`src/rtl/smc_pkg.sv`:
```
`timescale 1ns/1ps
package smc_pkg;
  typedef enum logic [1:0] {
    CMD_RAM_WR = 2'b00,
    CMD_RAM_RD = 2'b01,
    CMD_ROM_RD = 2'b10,
    CMD_DROP   = 2'b11
  } smc_cmd_e;

  typedef enum logic [2:0] {
    ST_IDLE,
    ST_SETUP,
    ST_STROBE,
    ST_RECOVER,
    ST_DONE
  } smc_state_e;
endpackage

```
`src/rtl/smc_bank_decode.sv`:
```
`timescale 1ns/1ps
module smc_bank_decode #(
  parameter int NBANK    = 4,
  parameter int ROM_BANK = NBANK - 1,
  localparam int BANK_W  = $clog2(NBANK)
) (
  input  logic [BANK_W-1:0] region,
  input  logic              remap,
  output logic [BANK_W-1:0] bank,
  output logic              is_rom
);
  // Region zero aliases the boot ROM until the map is switched.
  always_comb begin
    if (region == '0 && !remap) bank = BANK_W'(ROM_BANK);
    else                        bank = region;
    is_rom = (bank == BANK_W'(ROM_BANK));
  end
endmodule

```
`src/rtl/smc_lane_mask.sv`:
```
`timescale 1ns/1ps
module smc_lane_mask #(
  parameter int LANES  = 4,
  localparam int LANE_W = $clog2(LANES)
) (
  input  logic [2:0]        size,
  input  logic [LANE_W-1:0] offset,
  output logic [LANES-1:0]  mask
);
  // A lane is enabled when it falls in the same size-aligned group as the offset.
  always_comb begin
    for (int i = 0; i < LANES; i++) begin
      mask[i] = ((i >> size) == (int'(offset) >> size));
    end
  end
endmodule

```
`src/rtl/smc_seq.sv`:
```
`timescale 1ns/1ps
module smc_seq
  import smc_pkg::*;
#(
  parameter int WAIT_W = 4
) (
  input  logic              clk,
  input  logic              rst_n,
  input  logic              accept,
  input  logic [WAIT_W-1:0] wait_cnt,
  output smc_state_e        state,
  output logic              last_strobe
);
  logic [WAIT_W-1:0] cnt_q;

  assign last_strobe = (state == ST_STROBE) && (cnt_q == '0);

  always_ff @(posedge clk or negedge rst_n) begin
    if (!rst_n) begin
      state <= ST_IDLE;
      cnt_q <= '0;
    end else begin
      unique case (state)
        ST_IDLE:    if (accept) state <= ST_SETUP;
        ST_SETUP: begin
          state <= ST_STROBE;
          cnt_q <= wait_cnt;
        end
        ST_STROBE: begin
          if (cnt_q == '0) state <= ST_RECOVER;
          else             cnt_q <= cnt_q - 1'b1;
        end
        ST_RECOVER: state <= ST_DONE;
        ST_DONE:    state <= accept ? ST_SETUP : ST_IDLE;
        default:    state <= ST_IDLE;
      endcase
    end
  end
endmodule

```
`src/rtl/static_mem_ctrl.sv`:
```
`timescale 1ns/1ps
module static_mem_ctrl
  import smc_pkg::*;
#(
  parameter int NBANK    = 4,
  parameter int ROM_BANK = NBANK - 1,
  parameter int DATA_W   = 32,
  parameter int ADDR_W   = 26,
  parameter int WAIT_W   = 4
) (
  input  logic                    clk,
  input  logic                    rst_n,
  input  logic                    hsel,
  input  logic [31:0]             haddr,
  input  logic [1:0]              htrans,
  input  logic                    hwrite,
  input  logic [2:0]              hsize,
  input  logic [DATA_W-1:0]       hwdata,
  output logic [DATA_W-1:0]       hrdata,
  output logic                    hready,
  output logic                    hresp,
  input  logic                    remap,
  input  logic [NBANK*WAIT_W-1:0] bank_wait,
  output logic [NBANK-1:0]        mem_cs_n,
  output logic [DATA_W/8-1:0]     mem_we_n,
  output logic                    mem_oe_n,
  output logic [ADDR_W-1:0]       mem_addr,
  output logic [DATA_W-1:0]       mem_wdata,
  output logic                    mem_wdata_oe,
  input  logic [DATA_W-1:0]       mem_rdata,
  output logic [1:0]              acc_cmd
);
  localparam int LANES   = DATA_W / 8;
  localparam int LANE_W  = $clog2(LANES);
  localparam int BANK_W  = $clog2(NBANK);
  localparam int REG_LSB = ADDR_W + LANE_W;

  logic unused_hbits;
  assign unused_hbits = ^{haddr[31:REG_LSB+BANK_W], htrans[0]};

  smc_state_e        state;
  logic              last_strobe;
  logic              accept;
  logic              in_acc;
  logic [BANK_W-1:0] dec_bank, bank_q;
  logic              dec_rom, rom_q, write_q;
  logic [LANES-1:0]  lane_mask, mask_q;
  logic [ADDR_W-1:0] addr_q;
  logic [DATA_W-1:0] wdata_q, rdata_q;
  smc_cmd_e          cmd_d, cmd_q;
  logic [WAIT_W-1:0] bank_wait_sel;

  assign hready = (state == ST_IDLE) || (state == ST_DONE);
  assign accept = hready && hsel && htrans[1];
  assign in_acc = (state == ST_SETUP) || (state == ST_STROBE) || (state == ST_RECOVER);

  smc_bank_decode #(.NBANK(NBANK), .ROM_BANK(ROM_BANK)) u_decode (
    .region (haddr[REG_LSB +: BANK_W]),
    .remap  (remap),
    .bank   (dec_bank),
    .is_rom (dec_rom)
  );

  smc_lane_mask #(.LANES(LANES)) u_lanes (
    .size   (hsize),
    .offset (haddr[LANE_W-1:0]),
    .mask   (lane_mask)
  );

  assign bank_wait_sel = bank_wait[int'(bank_q)*WAIT_W +: WAIT_W];

  smc_seq #(.WAIT_W(WAIT_W)) u_seq (
    .clk         (clk),
    .rst_n       (rst_n),
    .accept      (accept),
    .wait_cnt    (bank_wait_sel),
    .state       (state),
    .last_strobe (last_strobe)
  );

  always_comb begin
    if (hwrite) cmd_d = dec_rom ? CMD_DROP   : CMD_RAM_WR;
    else        cmd_d = dec_rom ? CMD_ROM_RD : CMD_RAM_RD;
  end

  // Address-phase capture.
  always_ff @(posedge clk or negedge rst_n) begin
    if (!rst_n) begin
      bank_q  <= '0;
      rom_q   <= 1'b0;
      write_q <= 1'b0;
      mask_q  <= '0;
      addr_q  <= '0;
      cmd_q   <= CMD_RAM_RD;
    end else if (accept) begin
      bank_q  <= dec_bank;
      rom_q   <= dec_rom;
      write_q <= hwrite;
      mask_q  <= lane_mask;
      addr_q  <= haddr[REG_LSB-1:LANE_W];
      cmd_q   <= cmd_d;
    end
  end

  // Data-phase capture: write data in setup, read data at end of strobe.
  always_ff @(posedge clk or negedge rst_n) begin
    if (!rst_n) begin
      wdata_q <= '0;
      rdata_q <= '0;
    end else begin
      if (state == ST_SETUP)       wdata_q <= hwdata;
      if (last_strobe && !write_q) rdata_q <= mem_rdata;
    end
  end

  for (genvar b = 0; b < NBANK; b++) begin : g_cs
    assign mem_cs_n[b] = ~(in_acc && (bank_q == BANK_W'(b)));
  end

  assign mem_wdata_oe = (state == ST_STROBE) && write_q && !rom_q;
  assign mem_we_n     = mem_wdata_oe ? ~mask_q : '1;
  assign mem_oe_n     = ~(in_acc && !write_q);
  assign mem_wdata    = wdata_q;
  assign mem_addr     = addr_q;
  assign hrdata       = rdata_q;
  assign hresp        = 1'b0;
  assign acc_cmd      = cmd_q;
endmodule

```
`config.mk`:
```
export PLATFORM = sky130hd
export DESIGN_NAME = static_mem_ctrl
export DESIGN_NICKNAME = d
export VERILOG_FILES = /design/src/rtl/smc_pkg.sv /design/src/rtl/smc_bank_decode.sv /design/src/rtl/smc_lane_mask.sv /design/src/rtl/smc_seq.sv /design/src/rtl/static_mem_ctrl.sv
export SDC_FILE = /design/constraint.sdc
export NUM_CORES = 1
export LEC_CHECK = 0
export BUFFER_PORTS_ARGS = -buffer_cell sky130_fd_sc_hd__buf_2
export CORE_ASPECT_RATIO = 1.4
export CORE_MARGIN = 1
export CORE_UTILIZATION = 40
export CTS_BUF_LIST = sky130_fd_sc_hd__clkbuf_16
export DETAILED_ROUTE_END_ITERATION = 8
export GPL_TIMING_DRIVEN = 0
export HOLD_SLACK_MARGIN = 0.06
export PLACE_DENSITY = 0.78
export SYNTH_ARGS = -nofsm -noshare
export SYNTH_HDL_FRONTEND = slang
export SYNTH_SLANG_ARGS = --single-unit
```
`constraint.sdc`:
```
create_clock -name clk -period 2.3 [get_ports clk]
set_input_delay 0.575 -clock clk [delete_from_list [all_inputs] [get_ports clk]]
set_output_delay 0.575 -clock clk [all_outputs]
set_load 0.03 [all_outputs]
```
# Word level (Yosys, flattened, before mapping)
# Index checks and enable logic that the tools add are counted.
# Widths: inputs -> output; s select.
# word_totals
regBits,107
inputBits,122
out_inout_bits,104
word_cells,74
# classes
n_addsub,1
eq_ne,15
shifts,6
n_mux,11
bitwise,6
n_reduce_logical,25
# ops
operator,count
$eq 32x32->1,4
$shr 1x3->32 const A,2
$shr 2x3->32 const A,2
$shr 2x3->32,1
$shiftx 16x5->4,1
$pmux 3 s5,1
$logic_and 1x1->1,12
$mux 2,4
$mux 4,2
$pmux 4 s2,1
$eq 2x2->1 const B,3
$eq 3x2->1 const B,2
$mux 3,2
$not 1->1,5
$logic_not 2->1,2
$logic_not 4->1,1
$ne 2x1->1 const B,2
$not 4->4,1
$reduce_and 2->1,2
$sub 4x1->4 const B,1
$eq 3x1->1 const B,1
$eq 3x3->1 const B,1
$logic_not 1->1,3
$logic_not 3->1,1
other kinds (5),7

# Logic depth before layout (Yosys ltp)
# depth
depth_word,6
mapped_depth,7
depth_no_buf,6

# Hierarchy
# A second synthesis with hierarchy kept.
# unflattened
cells_unflattened,292
hier_area_um2,4625.7
# modules_own_cells
mod,n_inst,cells_each,area_each_um2,seq_area_each_um2
static_mem_ctrl,1,235,4080.2,2478.6
smc_seq,1,45,470.5,175.2
smc_lane_mask,1,8,42.5,0.0
smc_bank_decode,1,4,32.5,0.0

# Worst setup path before layout
# No wires, ideal clock.
# synth_timing
path_type,flip-flop to output port
start,reg u_seq.state[2]
end,out mem_we_n[0]
arrival_ps,1878
required_time_ps,1725
slack_ps,-153
stages_incl_launch_ff,5
path_buffers,1
cell_sequence,dfrtp_1 or3b_1 buf_2 nor3b_2 nand2_1
# synth_between
elab_chain_len,4
# synth_lines
item,line_no,text
start: declaration,smc_seq.sv:11,"output smc_state_e state,"
start signal: assignment,smc_seq.sv:34,ST_DONE: state <= accept ? ST_SETUP : ST_IDLE;
$eq 3x2->1,static_mem_ctrl.sv:120,assign mem_wdata_oe = (state == ST_STROBE) && write_q && !rom_q;
$logic_and 1x1->1 (2 in series),static_mem_ctrl.sv:120,
net mem_wdata_oe,static_mem_ctrl.sv:29,"output logic mem_wdata_oe,"
$mux 4,static_mem_ctrl.sv:121,assign mem_we_n = mem_wdata_oe ? ~mask_q : '1;
end: declaration,static_mem_ctrl.sv:25,"output logic [DATA_W/8-1:0] mem_we_n,"
# The timed path passes the listed nets, and every way through them passes these cells.

# Worst setup path in the final report
# layout_timing
start,reg u_seq.state[2]
end,out mem_cs_n[0]
# layout_between
elab_chain_len,5
elab_cells_between_ends,7
cone_classes,eq/ne: 3; bitwise: 1; reduce/logical: 3
# layout_lines
item,line_no,text
$eq 3x1->1 or $eq 3x2->1 (tied branches),static_mem_ctrl.sv:55,assign in_acc = (state == ST_SETUP) || (state == ST_STROBE) || (state == ST_RECOVER);
$logic_or 1x1->1,static_mem_ctrl.sv:55,
$logic_or 1x1->1 (*),static_mem_ctrl.sv:55,
$logic_and 1x1->1 (*),static_mem_ctrl.sv:117,assign mem_cs_n[b] = ~(in_acc && (bank_q == BANK_W'(b)));
$not 1->1 (*),static_mem_ctrl.sv:117,
end: declaration,static_mem_ctrl.sv:24,"output logic [NBANK-1:0] mem_cs_n,"
# Every way passes the cells marked *; elsewhere a longest branch is shown, timed or not.

==> impl_metrics.ini <==
[die]
start_util = 0.4148
die_y_um = 128.3
rows = 45
coreArea_um2 = 10980
io_pins = 226
dieArea_um2 = 11820
die_w_um = 92.18

[pwr]
p_leak_nw = 3.184
p_comb_frac = 0.481
irDropWorstVdd_mv = 0.8035
power_mw = 9.191
power_density_nw_per_um2 = 1468
clockPowerShare = 0.175
p_int_mw = 5.406
swShare = 0.4118
switchingPower_mw = 3.785
power_frac_seq = 0.343

[timing]
finalClockSkew_ns = 0.007313
period_minus_slack_ns = 2.323
hold_viol = 0
max_clock_freq_mhz = 430.4
maxSlewHeadroom = 0.5676
post-route-period-util = 1.010
grt_setup_unrepaired = true
tightest_slew_ns = 0.6486
final.setup.tns_ns = -0.04781
setup_viol = 5
maxSlewViolCount = 0
final.setup.worst_slack_ns = -0.02327

[synth]
syn_avg_cell_area_um2 = 15.39
yosys.area.top_type_share = 0.5824
ys_seq_area_frac = 0.5882
synthArstFlopShare = 1.000
synth_nets = 422
synth_common_cells = dfrtp_1, mux2_2, mux2_4
ys_types = 38
synth_edf_count = 0
ys_ff_latch = 107
synth-main-ff-cell = dfrtp_1
syn_area_um2 = 4554
yosysWarnings = 0
yosysMostFrequentCell = dfrtp_1
synth_top_area_cell = dfrtp_1
synthCells = 296
synthTopCellsByArea = dfrtp_1, mux2_2, mux2_4

[outcome]
violations = setup timing
status = finished, violations left

[placed_design]
placement.io_buffers = 221
dp_hpwl_um = 7599
routabilityCongestion = 0.7538
dp_cells = 659
placed_area_um2 = 5873

[global_routing]
grt_pass1_vias = 3393
grt-ovfl-total = 0
grt_usage = 0.1748
grt_antenna_before_repair = 0
grt_pass1_wl_um = 16140
grt_max_degree = 59

[critical_path]
worstPathArrival_ns = 1.75
path_class = register to output pin
max_stage_delay_ns = 0.52
cp-end-kind = output pin
worst-path-buf-inv = 3
crit_top_cell = buf_4
slowest_stage = or4_1
r2r-start = u_seq.state[2]
worstRegToRegCells = 5
cp-start-kind = register
path_max_fanout = 6
crit_required_ns = 1.73
r2r_end = mem_wdata[31]
rrSetupSlack_ns = 0.29
critical-path-top-delay-family = simple AND/OR/NAND/NOR gates
path_cells = buf_4 > buf_4 > or4_1 > buf_4

[clocking]
clk_path_buf_depth = 2
cts_tree = built
cts-root-buf = clkbuf_16
worst_skew_pair.late_latency_ns = 0.34
clkTransAtPathRegs_ns = 0.07
numClockSinks = 107
h-tree-depth = 3
postCtsHoldBufs = 0
numCtsBuffers = 9

[drt]
totalWireLength_um = 9907
dr.pass1.iters = 4
antenna_left = 0
wire_per_inst_um = 14.59
route.detailed.drc = 0
drtIter0Drc = 114
vias_per_cell = 4.758
vias = 3231

[layout]
fin_area_um2 = 6260
drive_gt1_frac = 0.6729
finalNetCount = 659
area_delta_synth_final_pct = 37.44
stdcell_count = 679
diodes = 0

[job]
drv_cap = 0

[hold_path]
hp-class = input port to async pin
## layout make-up
class                           count  area, um^2
Buffer                             14       120.1
Clock buffer                        9       225.2
Clock inverter                      7       92.59
Fill cell                         902        4720
Inverter                            4       15.01
Multi-Input combinational cell    170        1747
Sequential cell                   107        2680
Tap cell                          141       176.4
Timing Repair Buffer              227        1204
## through the flow
stage	util	hold slack [ns]	setup slack [ns]
2_1_floorplan	-	0.2794	0.02611
3_3_place_gp	0.5322	0.4687	-0.4541
3_5_place_dp	0.5349	0.4751	0.1144
4_1_cts	0.5696	0.2754	-0.09522
5_1_grt	0.5701	0.3064	-0.08579
6_report	0.5701	0.2552	-0.02327
## per-layer routing
layer  track usage  share of wire
met4       0.07721          0.019
met5             0              0
met1        0.1995           0.39
met2        0.3095           0.53
met3       0.04152          0.061
## sequential cells by signal, summed over array words and instances (netlist names)
signal / count
acc_cmd: 2
bank_q: 2
hrdata: 32
mask_q: 4
mem_addr: 26
mem_wdata: 32
rom_q: 1
u_seq.cnt_q: 4
u_seq.state: 3
write_q: 1
## cell usage in the layout, fill, tap and decap left out, drive strengths merged, types with 2 or more instances in the layout
cell	count
mux4	4
dfrtp	106
a31oi	4
o21bai	2
a21oi	7
clkinvlp	2
nand2b	2
buf	239
nand3	4
o21ai	3
inv	6
nor2	21
nor3b	4
nand3b	2
ha	4
bufinv	2
nand2	8
mux2	94
clkbuf	11
## worst max-delay path by stage
stage,depth (start not counted),from,end
global route,4,u_seq.state[2],mem_cs_n[0]
global placement,1,rst_n,mem_addr[10]
CTS,5,u_seq.state[2],mem_we_n[0]
detailed placement,5,u_seq.state[2],mem_we_n[0]
finish,4,u_seq.state[2],mem_cs_n[0]
floorplan,4,u_seq.state[2],mem_we_n[0]
## worst register-to-register path: cells and delay by family (launching register included)
family / cells / cell delay (ns)
buffers and inverters: 3 / 0.63
AND/OR/NAND/NOR: 1 / 0.47
multiplexers: 1 / 0.37
flip-flops: 1 / 0.41
## power groups by stage
stage | Clock [mW] | Combinational (mW) | Sequential [mW]
2_1_floorplan | 0 | 1.64 | 4.64
3_5_place_dp | 0 | 4.36 | 3.21
5_1_grt | 1.74 | 4.70 | 3.27
6_report | 1.61 | 4.42 | 3.16
4_1_cts | 1.67 | 4.47 | 3.16
3_3_place_gp | 0 | 4.28 | 3.15
## logic make-up after synthesis
family	share of synthesized area
buffers and inverters	0.03077
adder cells (fa/ha/maj)	0.01099
AND/OR/NAND/NOR	0.06621
multiplexers	0.2791
AO/OA/AOI/OAI	0.02390
flip-flops	0.5882
other	0.0008234
## what timing repair did
action,4_1_cts,5_1_grt
resized for setup,11,5
pin swaps,4,4
setup buffers,4,1
endpoints found under the setup margin,5,8
Note: power is estimated with default switching activity, not from simulation.
